### config.mk
export PLATFORM = sky130hd
export DESIGN_NAME = branch_target_unit
export DESIGN_NICKNAME = d
export VERILOG_FILES = /design/src/rtl/bta_pkg.sv /design/src/rtl/bta_seq_addr.sv /design/src/rtl/bta_rel_path.sv /design/src/rtl/bta_abs_path.sv /design/src/rtl/bta_idx_path.sv /design/src/rtl/branch_target_unit.sv
export SDC_FILE = /design/constraint.sdc
export NUM_CORES = 1
export LEC_CHECK = 0
export ABC_AREA = 1
export CORE_MARGIN = 4
export CORE_UTILIZATION = 50
export DETAILED_ROUTE_END_ITERATION = 7
export PLACE_DENSITY_LB_ADDON = 0.05
export SYNTH_ARGS = -nofsm -noshare
export SYNTH_HDL_FRONTEND = slang
export SYNTH_SLANG_ARGS = --single-unit
### constraint.sdc
create_clock -name clk -period 4.1 [get_ports clk]
set_input_delay 0.82 -clock clk [delete_from_list [all_inputs] [get_ports clk]]
set_output_delay 0.82 -clock clk [all_outputs]
set_load 0.01 [all_outputs]
### src/rtl/bta_pkg.sv
package bta_pkg;

    localparam int ADDR_W  = 16;
    localparam int BYTE_W  = 8;
    localparam int PAGE_W  = 11;
    localparam int LEN_W   = 2;
    localparam int SEL_W   = ADDR_W - PAGE_W;
    localparam int HI_W    = PAGE_W - BYTE_W;

    typedef logic [ADDR_W-1:0] addr_t;
    typedef logic [BYTE_W-1:0] byte_t;
    typedef logic [SEL_W-1:0]  page_t;

    typedef enum logic [1:0] {
        JM_REL   = 2'd0,
        JM_ABS   = 2'd1,
        JM_PCIDX = 2'd2,
        JM_DPIDX = 2'd3
    } jmode_e;

    typedef struct packed {
        addr_t target;
        logic  same_page;
    } tgt_res_t;

    function automatic addr_t sext_byte(input byte_t b);
        return {{(ADDR_W-BYTE_W){b[BYTE_W-1]}}, b};
    endfunction

    function automatic addr_t zext_byte(input byte_t b);
        return {{(ADDR_W-BYTE_W){1'b0}}, b};
    endfunction

    function automatic page_t page_of(input addr_t a);
        return a[ADDR_W-1:PAGE_W];
    endfunction

endpackage

### src/rtl/bta_seq_addr.sv
module bta_seq_addr
    import bta_pkg::*;
(
    input  addr_t            cur_addr,
    input  logic [LEN_W-1:0] len,
    output addr_t            next_addr
);
    always_comb begin
        next_addr = cur_addr + {{(ADDR_W-LEN_W){1'b0}}, len};
    end
endmodule

### src/rtl/bta_rel_path.sv
module bta_rel_path
    import bta_pkg::*;
(
    input  addr_t base,
    input  byte_t offset,
    output addr_t target
);
    always_comb begin
        target = base + sext_byte(offset);
    end
endmodule

### src/rtl/bta_abs_path.sv
module bta_abs_path
    import bta_pkg::*;
(
    input  addr_t base,
    input  byte_t opcode,
    input  byte_t lo_byte,
    output addr_t target
);
    logic [HI_W-1:0] hi_bits;

    always_comb begin
        hi_bits = opcode[BYTE_W-1 -: HI_W];
        target  = {page_of(base), hi_bits, lo_byte};
    end
endmodule

### src/rtl/bta_idx_path.sv
module bta_idx_path
    import bta_pkg::*;
(
    input  addr_t pc_base,
    input  addr_t ptr_base,
    input  logic  use_ptr,
    input  byte_t index,
    output addr_t target
);
    addr_t base_sel;

    always_comb begin
        base_sel = use_ptr ? ptr_base : pc_base;
        target   = base_sel + zext_byte(index);
    end
endmodule

### src/rtl/branch_target_unit.sv
module branch_target_unit
    import bta_pkg::*;
(
    input  logic              clk,
    input  logic              rst,
    input  logic              valid_i,
    input  logic [1:0]        mode_i,
    input  logic [ADDR_W-1:0] insn_addr_i,
    input  logic [LEN_W-1:0]  insn_len_i,
    input  logic [BYTE_W-1:0] opcode_i,
    input  logic [BYTE_W-1:0] operand_i,
    input  logic [BYTE_W-1:0] acc_i,
    input  logic [ADDR_W-1:0] dptr_i,
    output logic [ADDR_W-1:0] target_o,
    output logic              same_page_o
);
    addr_t    follow_addr;
    addr_t    rel_tgt;
    addr_t    abs_tgt;
    addr_t    idx_tgt;
    jmode_e   mode;
    tgt_res_t comb_res;
    tgt_res_t res_q;

    assign mode = jmode_e'(mode_i);

    bta_seq_addr u_seq (
        .cur_addr  (insn_addr_i),
        .len       (insn_len_i),
        .next_addr (follow_addr)
    );

    bta_rel_path u_rel (
        .base   (follow_addr),
        .offset (operand_i),
        .target (rel_tgt)
    );

    bta_abs_path u_abs (
        .base    (follow_addr),
        .opcode  (opcode_i),
        .lo_byte (operand_i),
        .target  (abs_tgt)
    );

    bta_idx_path u_idx (
        .pc_base  (follow_addr),
        .ptr_base (dptr_i),
        .use_ptr  (mode == JM_DPIDX),
        .index    (acc_i),
        .target   (idx_tgt)
    );

    always_comb begin
        unique case (mode)
            JM_REL:  comb_res.target = rel_tgt;
            JM_ABS:  comb_res.target = abs_tgt;
            default: comb_res.target = idx_tgt;
        endcase
        comb_res.same_page = (page_of(comb_res.target) == page_of(follow_addr));
    end

    always_ff @(posedge clk) begin
        if (rst) begin
            res_q <= '0;
        end else if (valid_i) begin
            res_q <= comb_res;
        end
    end

    assign target_o    = res_q.target;
    assign same_page_o = res_q.same_page;

endmodule

; ---- After elaboration in Yosys (flattened, before gate mapping)
; Cells that the tools add are included.
[classes]
addsub = 3
n_eq_ne = 3
muxes = 2
n_reduce_logical = 1
[ops]
columns = operator, n
row1 = 16-bit case mux with 2 select lines, 1
row2 = 16-bit adder, 1
row3 = 16-bit by 2-bit adder with 16-bit output, 1
row4 = 16-bit by 8-bit adder with 16-bit output, 1
row5 = 16-bit 2-to-1 mux, 1
row6 = 5-bit equality test, 1
row7 = "2-bit by 1-bit equality test with 1-bit output, second input constant", 1
row8 = "2-bit equality test, second input constant", 1
row9 = 2-bit logical NOT, 1
[word_totals]
register_bits = 17
elab_cells = 11
output_inout_bits = 17
input_bits = 63

; ---- Depth between registers and ports, before layout
; Gate-level depths: netlist of run 1.
[logic_depth]
ltp_word = 5
ltp_mapped = 25
ltp_nobuf = 25

; ---- By module
; Synthesis of run 1 repeated with hierarchy kept, for this count alone.
[hier_totals]
cells_unflattened = 609
area_unflattened_um2 = 3447.1
[by_module_without_submodules]
columns = module, n_inst, area_each_um2, seq_area_each_um2, cells_per_inst
row1 = branch_target_unit, 1, 1043.5, 340.3, 161
row2 = bta_rel_path, 1, 928.4, 0.0, 176
row3 = bta_idx_path, 1, 905.9, 0.0, 175
row4 = bta_seq_addr, 1, 449.2, 0.0, 81
row5 = bta_abs_path, 1, 120.1, 0.0, 16

; ---- Worst setup path before layout of run 1
; OpenSTA, ideal clock, no wires.
[synth_timing]
path_kind = in2reg
start = input insn_addr_i[0]
end = register res_q (netlist bit same_page_o)
n_path_buf = 0
path_slack_ns = 0.618
arrival_time_ns = 3.415
required_ns = 4.033
setup_ns = 0.067
stages = 22
path_cell_list = ha_1 > fa_1 > nand2_2 > nor2_4 > a21o_1 > and2_1 > ha_1 > a21oi_1 > o21ai_0 > inv_1 > nand3_1 > nand2_1 > nand3_1 > nand2_1 > nor2_1 > nor2_1 > nand2_1 > nand2_1 > nand3_1 > nor2_1 > nand2_1 > a21oi_2
[synth_between]
elab_chain_cells = 5
word_cells_on_any_way = 6
classes_between = add/sub (3) / eq/ne (1) / mux (2)
[synth_lines]
columns = item, line_no
row1 = "start, declared", branch_target_unit.sv:8  ; input logic [ADDR_W-1:0] insn_addr_i,
row2 = 16-bit by 2-bit adder with 16-bit output *, bta_seq_addr.sv:9  ; next_addr = cur_addr + {{(ADDR_W-LEN_W){1'b0}}, len};
row3 = 16-bit 2-to-1 mux, bta_idx_path.sv:13  ; base_sel = use_ptr ? ptr_base : pc_base;
row4 = 16-bit by 8-bit adder with 16-bit output, bta_idx_path.sv:14  ; target = base_sel + zext_byte(index);
row5 = 16-bit case mux with 2 select lines, branch_target_unit.sv:55  ; unique case (mode)
row6 = 5-bit equality test *, branch_target_unit.sv:60  ; comb_res.same_page = (page_of(comb_res.target) == page_of(follow_addr));
row7 = "end signal, assigned", branch_target_unit.sv:67  ; res_q <= comb_res;
row8 = "end, declared", branch_target_unit.sv:23  ; tgt_res_t res_q;
; Every way passes the cells marked *; elsewhere a longest branch is shown, timed or not.
; A chain may end at the register's enable or synchronous reset.

; ---- Worst setup path after layout of run 1
[layout_timing]
start = input insn_len_i[0]
end = register res_q (netlist bit same_page_o)
[layout_between]
elab_chain_cells = 5
word_cells_on_any_way = 6
classes_between = add/sub (3) / eq/ne (1) / mux (2)
[layout_lines]
columns = item, line_no
row1 = "start, declared", branch_target_unit.sv:9  ; input logic [LEN_W-1:0] insn_len_i,
row2 = 16-bit by 2-bit adder with 16-bit output *, bta_seq_addr.sv:9
row3 = 16-bit 2-to-1 mux, bta_idx_path.sv:13
row4 = 16-bit by 8-bit adder with 16-bit output, bta_idx_path.sv:14
row5 = 16-bit case mux with 2 select lines, branch_target_unit.sv:55
row6 = 5-bit equality test *, branch_target_unit.sv:60
; Marks and branches as above.

==> flow_summary_export.csv, run 1 <==
group,metric,value,unit
outcome,outcome,"complete, no violations",
power,netSwitchingPower,364.1,uW
timing,endpoints_failing_hold,0,
grt,number_of_global_route_vias_before_repair,3311,
timing,maxClockFrequency,0.2539,GHz
worst_setup_path,library_cell_contributing_the_largest_single_delay_on_the_critical_path,"sky130_fd_sc_hd__clkdlybuf4s50_1",
floorplanning,core_area,5540,sq um
power,power_frac_clock,14.0,%
placed_design,dp_hpwl,7817,um
drt,initialDrtViolationCount,192,
worst_setup_path,crit_path_max_incr_delay,460,ps
worst_hold_path,timing.hold.worst_path_depth,2,
clock_tree,clock_tree_from_tritoncts,"built",
timing,slew_headroom,55.62,%
placed_design,dpl_cell_area,4010,sq um
drt,post_drt_wl_per_cell,14.12,um
yosys,synth-main-ff-cell,"sky130_fd_sc_hd__dfxtp_1",
yosys,ys_top_cells_by_count,"147 x sky130_fd_sc_hd__nand2_1, 67 x sky130_fd_sc_hd__inv_1, 45 x sky130_fd_sc_hd__nand3_1, 37 x sky130_fd_sc_hd__a21oi_1, 37 x sky130_fd_sc_hd__nor2_1",
layout,antenna_cells_inserted,0,
yosys,yosysTopAreaCellShare,19.11,%
flow_run,maxcap_violations,0,
yosys,ff_latch_count_synth,17,
power,power_density_of_the_placed_cells,201.4,nW/um^2
worst_setup_path,endpoint_kind,"flop",
worst_setup_path,number_of_cell_instances_on_the_worst_register_to_register_path,2,
floorplanning,initial_utilization,52.12,%
worst_setup_path,critical_path_required,4290,ps
grt,pin_count_of_the_biggest_net_entering_global_routing,30,
layout,syn2layout_area_growth,50.78,%
yosys,synth-seq-area-share,11.79,%
worst_hold_path,worst_hold_path.endpoint,"target_o[7]",
yosys,synth.net_count,597,
clock_tree,cts_inserted_buffers,3,
power,netSwitchingFraction,41.52,%
timing,final_max_slew_viol_count,0,
drt,ant_nets,0,
placed_design,buffers_on_ports,74,
worst_setup_path,r2r_slack,3410,ps
floorplanning,die_area,7055,sq um
yosys,yosys-top-cells-area,"sky130_fd_sc_hd__nand2_1 19%, sky130_fd_sc_hd__dfxtp_1 12%, sky130_fd_sc_hd__ha_1 12%",
worst_hold_path,hold_path.class,"reg2reg",
worst_hold_path,worst_hold_startpoint,"target_o[7]",
worst_setup_path,crit_type,"in2reg",
worst_setup_path,critPathMostFrequentCell,"sky130_fd_sc_hd__nand2_1",
grt,gr-total-overflow,0,
timing,fin_skew,0,ps
worst_setup_path,r2r-end,"target_o[2]",
worst_setup_path,critical_path_cell_by_cell,"clkdlybuf4s50_1 > ha_2 > fa_2 > nand2_4 > nor2_4 > nand4_1 > and2_4 > ha_4 > nand2_2 > buf_4 > nor4_2 > nand2_1 > nand3_2 > nand3_1 > nand2_1 > o21ai_1 > inv_1 > nand2_1 > nand2_1 > nand2_1 > nor2_1 > nand2_1 > a21oi_2",
grt,grt_pass1_wl,15180,um
power,pwr-share-comb,64.5,%
layout,final_nets,715,
yosys,synth_enable_flop_cells,0,
worst_setup_path,critPathBufInv,3,
worst_setup_path,cp_max_fo,7,
drt,routed_via_density,5.328,
yosys,syn_area,2888,sq um
clock_tree,worst_setup_hold_path_clk_slew,70,ps
yosys,synth_warnings,0,
yosys,synth_cells,504,
yosys,synthArstFlopShare,0,%
power,vdd.ir_drop.worst,0.2460,mV
worst_setup_path,start_kind,"input pin",
power,int_power,512.8,uW
worst_setup_path,critical-path-top-delay-family,"simple AND/OR/NAND/NOR gates",
clock_tree,insertion_delay,250,ps
layout,layout-drive-gt1-share,20.77,%
clock_tree,number_of_h_tree_branching_levels,1,
timing,post_route_clock_period_utilization,96.07,%
placed_design,routabilityCongestion,0.8952,
layout,final_util,78.59,%
floorplanning,io-pin-count,80,
yosys,syn_area_per_cell,5.730,sq um
layout,final.fill_count,444,
clock_tree,clockRootBuffer,"sky130_fd_sc_hd__clkbuf_8",
timing,time_the_final_worst_path_needs_with_i_o_delays_and_setup,3939,ps
yosys,netlist-cell-type-count,38,
timing,setup_viol_count_final,0,
drt,postRouteWirelength,9783,um
floorplanning,std_cell_rows,27,
grt,globalRouteTotalUtil,25.81,%
drt,detail_route.drc_violations,0,
clock_tree,cts.sinks,17,
power,seq_power_share,21.5,%
worst_setup_path,arrival,4120,ps
worst_setup_path,crit-reg2reg-launch,"target_o[2]",
grt,initial_antenna_violation_count,0,
layout,final_cell_area,4354,sq um
drt,first_pass_iters,5,
yosys,yosys.cell_count.top_type,"sky130_fd_sc_hd__nand2_1",
drt,route.vias.total,3692,
yosys,cell_type_contributing_the_most_total_cell_area_after_synthesis,"sky130_fd_sc_hd__nand2_1",
floorplanning,fp.dieW,84.00,um
clock_tree,holdBufCountCts,0,
floorplanning,die_h,84.00,um
timing,worst-slew-pin-transition,663.6,ps
clock_tree,ctsLongestPathBuffers,2,
power,total_leakage_power,0.002099,uW
## metal layers
layer	routed length (um)	track usage [%]
met3	683	3.751
met1	4170	33.69
met4	155	4.240
met5	0	0
met2	4773	45.48
## tightest hold or removal path, cell delays in order (launching register included)
cell	delay, ps
sky130_fd_sc_hd__dfxtp_1	330
sky130_fd_sc_hd__o211ai_1	80
sky130_fd_sc_hd__inv_1	50
## cells by family (layout without fill, tap and decap cells)
family / count (synthesis) / count (layout) / synth area share (%)
and+or+nand+nor: 271 / 271 / 41.64
AOI/OAI and AO/OA: 100 / 100 / 20.02
xor gates and xnor gates: 9 / 9 / 2.729
adders and majority gates: 30 / 30 / 13.78
DFF: 17 / 17 / 11.79
buffers and inverters: 77 / 194 / 10.05
## what timing repair did
item	CTS	global route
buffers inserted	0	4
setup endpoints to repair	0	6
gates resized for setup	0	59
## power by group through the flow
stage | clock network [uW] | logic [uW] | registers (uW)
global placement | 0 | 499 | 191
finish | 123 | 566 | 188
CTS | 125 | 512 | 188
floorplan | 0 | 275 | 198
global route | 134 | 623 | 190
detailed placement | 0 | 509 | 192
## final cells by class
type                            count  area, sq um  area share [%]
Clock buffer                        3        41.29          0.9483
Timing Repair Buffer              121         1094           25.11
Inverter                           69        259.0           5.948
Tap cell                           72        90.09           2.069
Sequential cell                    17        340.3           7.816
Clock inverter                      1        5.005          0.1149
Multi-Input combinational cell    410         2525           57.99
## layout by cell type (no fill, tap or decap), drive strengths merged, types with 2 or more instances in the layout
cell	Yosys	final
o211ai	7	7
nor3	2	2
inv	67	67
nand2	157	157
nand4	11	11
xnor2	4	4
o21bai	3	3
o2111ai	2	2
fa	3	3
clkinv	2	3
ha	27	27
dfxtp	17	17
and2	3	3
nor2	46	46
a21oi	38	38
o21ai	37	37
nand3	48	48
xor2	5	5
or2	3	3
a21o	2	2
clkdlybuf4s50	0	74
buf	2	47
a41oi	4	4
a31oi	2	2
clkbuf	6	3
## through the flow
stage	cells	power, uW	setup WS [ps]	setup TNS, ps	hold WS (ps)
2_1_floorplan	504	472.4	618.5	0	516.0
3_3_place_gp	685	690.0	-120.8	-203.5	462.4
3_5_place_dp	685	700.9	-198.1	-620.8	473.2
4_1_cts	689	825.3	52.23	0	489.0
5_1_grt	693	947.3	-93.14	-177.4	504.1
6_report	693	876.9	161.2	0	487.5
## state kept, by name, summed over array words and instances (netlist names)
register / flops
target_o: 16
same_page_o: 1
## worst max path at each step
stage,to,cells past startpoint,from,slack [ps]
2_1_floorplan,same_page_o,22,insn_addr_i[0],620
3_3_place_gp,same_page_o,26,insn_addr_i[0],-120
3_5_place_dp,same_page_o,26,insn_addr_i[0],-200
4_1_cts,same_page_o,26,insn_addr_i[0],50
5_1_grt,same_page_o,23,insn_addr_i[0],-90
6_report,same_page_o,23,insn_len_i[0],160
(Power assumes the default switching activity.)
==> run 2: changes to the inputs <==
- CORE_UTILIZATION: 50 -> 40
==> run 2 against run 1 <==
Final area is 1.8% higher. Routed wire length is 2.2% higher. Highest routed layer unchanged. Power is 1.4% higher. Sequential cell count stayed put. Clock skew stayed put.
==> flow_summary_export.csv, run 2 (synthesis gave the netlist of run 1 again) <==
group,metric,value,unit
power,vdd.ir_drop.worst,0.1299,mV
placed_design,dp_hpwl,8161,um
drt,ant_nets,0,
drt,detail_route.drc_violations,0,
placed_design,routabilityCongestion,0.9228,
placed_design,detailedPlace.worstSlack,-266.3,ps
timing,final_max_slew_viol_count,0,
floorplanning,std_cell_rows,30,
drt,route.vias.total,3689,
worst_setup_path,endpoint_kind,"flop",
layout,largest_register_ffs,16,
layout,final_util,64.18,%
layout,syn2layout_area_growth,53.51,%
grt,pin_count_of_the_biggest_net_entering_global_routing,17,
flow_run,maxcap_violations,0,
drt,routed_via_density,5.053,
timing,worst-slew-pin-transition,723.0,ps
worst_setup_path,critical_path_required,4290,ps
clock_tree,ctsLongestPathBuffers,2,
clock_tree,clockRootBuffer,"sky130_fd_sc_hd__clkbuf_8",
worst_setup_path,arrival,4100,ps
grt,grt_pass1_wl,15840,um
floorplanning,die_h,92.97,um
timing,worst_slack,191.4,ps
grt,gr-total-overflow,0,
timing,post_route_clock_period_utilization,95.33,%
clock_tree,clock_tree_from_tritoncts,"built",
clock_tree,cts_inserted_buffers,3,
layout,final_cell_mix,"137 x sky130_fd_sc_hd__nand2_1, 71 x sky130_fd_sc_hd__clkdlybuf4s50_1, 65 x sky130_fd_sc_hd__inv_1, 60 x sky130_fd_sc_hd__buf_4, 41 x sky130_fd_sc_hd__nand3_1",
power,power_density_of_the_placed_cells,200.7,nW/um^2
layout,final_nets,728,
timing,endpoints_failing_hold,0,
grt,globalRouteTotalUtil,22.52,%
clock_tree,number_of_h_tree_branching_levels,1,
timing,slew_headroom,51.65,%
clock_tree,insertion_delay,250,ps
placed_design,buffers_on_ports,74,
timing,fin_skew,0,ps
floorplanning,fp.dieW,92.97,um
clock_tree,cts.sinks,17,
grt,number_of_global_route_vias_before_repair,3454,
floorplanning,core_area,6907,sq um
worst_setup_path,start_kind,"input pin",
timing,setup_viol_count_final,0,
timing,maxClockFrequency,0.2558,GHz
layout,antenna_cells_inserted,0,
grt,initial_antenna_violation_count,0,
worst_hold_path,hold_path.class,"reg2reg",
drt,initialDrtViolationCount,145,
power,total_leakage_power,0.002167,uW
drt,post_drt_wl_per_cell,13.70,um
outcome,outcome,"complete, no violations",
worst_setup_path,cp_max_fo,6,
clock_tree,worst_setup_hold_path_clk_slew,70,ps
drt,first_pass_iters,4,
drt,postRouteWirelength,9999,um
layout,layout-drive-gt1-share,20.35,%
timing,time_the_final_worst_path_needs_with_i_o_delays_and_setup,3909,ps
layout,layout.cells.most_common,"sky130_fd_sc_hd__nand2_1",
floorplanning,die_area,8642,sq um
worst_setup_path,crit_type,"in2reg",
floorplanning,io-pin-count,80,
floorplanning,initial_utilization,41.81,%
==> run 2: stage by stage <==
step | hold WS [ps] | power [uW] | cells | area [sq um] | TNS [ps]
floorplan | 516.0 | 472.4 | 504 | 2888 | 0
global placement | 462.4 | 714.5 | 724 | 4153 | -825.8
detailed placement | 472.2 | 722.3 | 724 | 4153 | -948.0
CTS | 488.2 | 851.6 | 728 | 4204 | 0
global route | 514.4 | 964.5 | 730 | 4433 | -14.24
finish | 486.5 | 889.5 | 730 | 4433 | 0
==> run 2: final cells by class <==
| cell class | count | area (sq um) |
|---|---|---|
| Fill cell | 694 | 2474 |
| Clock buffer | 3 | 41.29 |
| Timing Repair Buffer | 134 | 1199 |
| Sequential cell | 17 | 340.3 |
| Multi-Input combinational cell | 410 | 2469 |
| Clock inverter | 1 | 5.005 |
| Inverter | 69 | 259.0 |
| Tap cell | 96 | 120.1 |
==> run 2: critical path, cell delays in order <==
cell,delay (ps)
sky130_fd_sc_hd__clkdlybuf4s50_1,450
sky130_fd_sc_hd__ha_1,300
sky130_fd_sc_hd__nand3_1,100
sky130_fd_sc_hd__nand2_4,150
sky130_fd_sc_hd__buf_4,140
sky130_fd_sc_hd__nand3_2,60
sky130_fd_sc_hd__nand2_1,60
sky130_fd_sc_hd__nand2_1,110
sky130_fd_sc_hd__ha_1,390
sky130_fd_sc_hd__nand2_1,130
sky130_fd_sc_hd__buf_4,150
sky130_fd_sc_hd__nor3_1,260
sky130_fd_sc_hd__nand3_1,150
sky130_fd_sc_hd__nand2_1,100
sky130_fd_sc_hd__nand2_1,50
sky130_fd_sc_hd__a31oi_1,120
sky130_fd_sc_hd__nand2_1,110
sky130_fd_sc_hd__nand2_1,70
sky130_fd_sc_hd__nand2_1,50
sky130_fd_sc_hd__nor2_1,80
sky130_fd_sc_hd__nand2_1,110
sky130_fd_sc_hd__a21oi_2,140
==> run 2: worst paths after layout <==
path | from | endpoint | slack [ps] | cells after the start
setup / recovery | insn_len_i[1] | same_page_o | 190 | 22
hold / removal | target_o[0] | target_o[0] | 490 | 2
setup reg to reg | target_o[9] | target_o[9] | 3350 | 2
hold reg to reg | target_o[0] | target_o[0] | 490 | 2
==> run 2: metal layers <==
metal  up-vias  share of wire [%]  global-route usage (%)
li1       1940                  -                       -
met1      1656                 45                   29.33
met2        87                 49                   40.13
met3         6                5.1                   1.706
met4         0                1.0                   5.250
met5         -                  0                       0
==> run 2: power by group <==
group          switching [uW]  leakage [uW]  internal [uW]  total [uW]
logic                     300       0.00200            276         576
clock network            57.9     0.0000255           67.5         125
registers                7.74      0.000141            180         188
total                     366       0.00217            524         890
==> run 2: timing repair <==
item                                    in CTS  in global routing
endpoints found under the setup margin       1                  7
pin swaps                                    1                 30
hold buffers                                 0                  0
resized for setup                            2                 49
buffers inserted                             0                  2
==> run 3: changes to the inputs <==
- TNS_END_PERCENT: unset -> 20
==> results of run 3 <==
No change in the layout: final DEF, timing and power equal those of run 2.
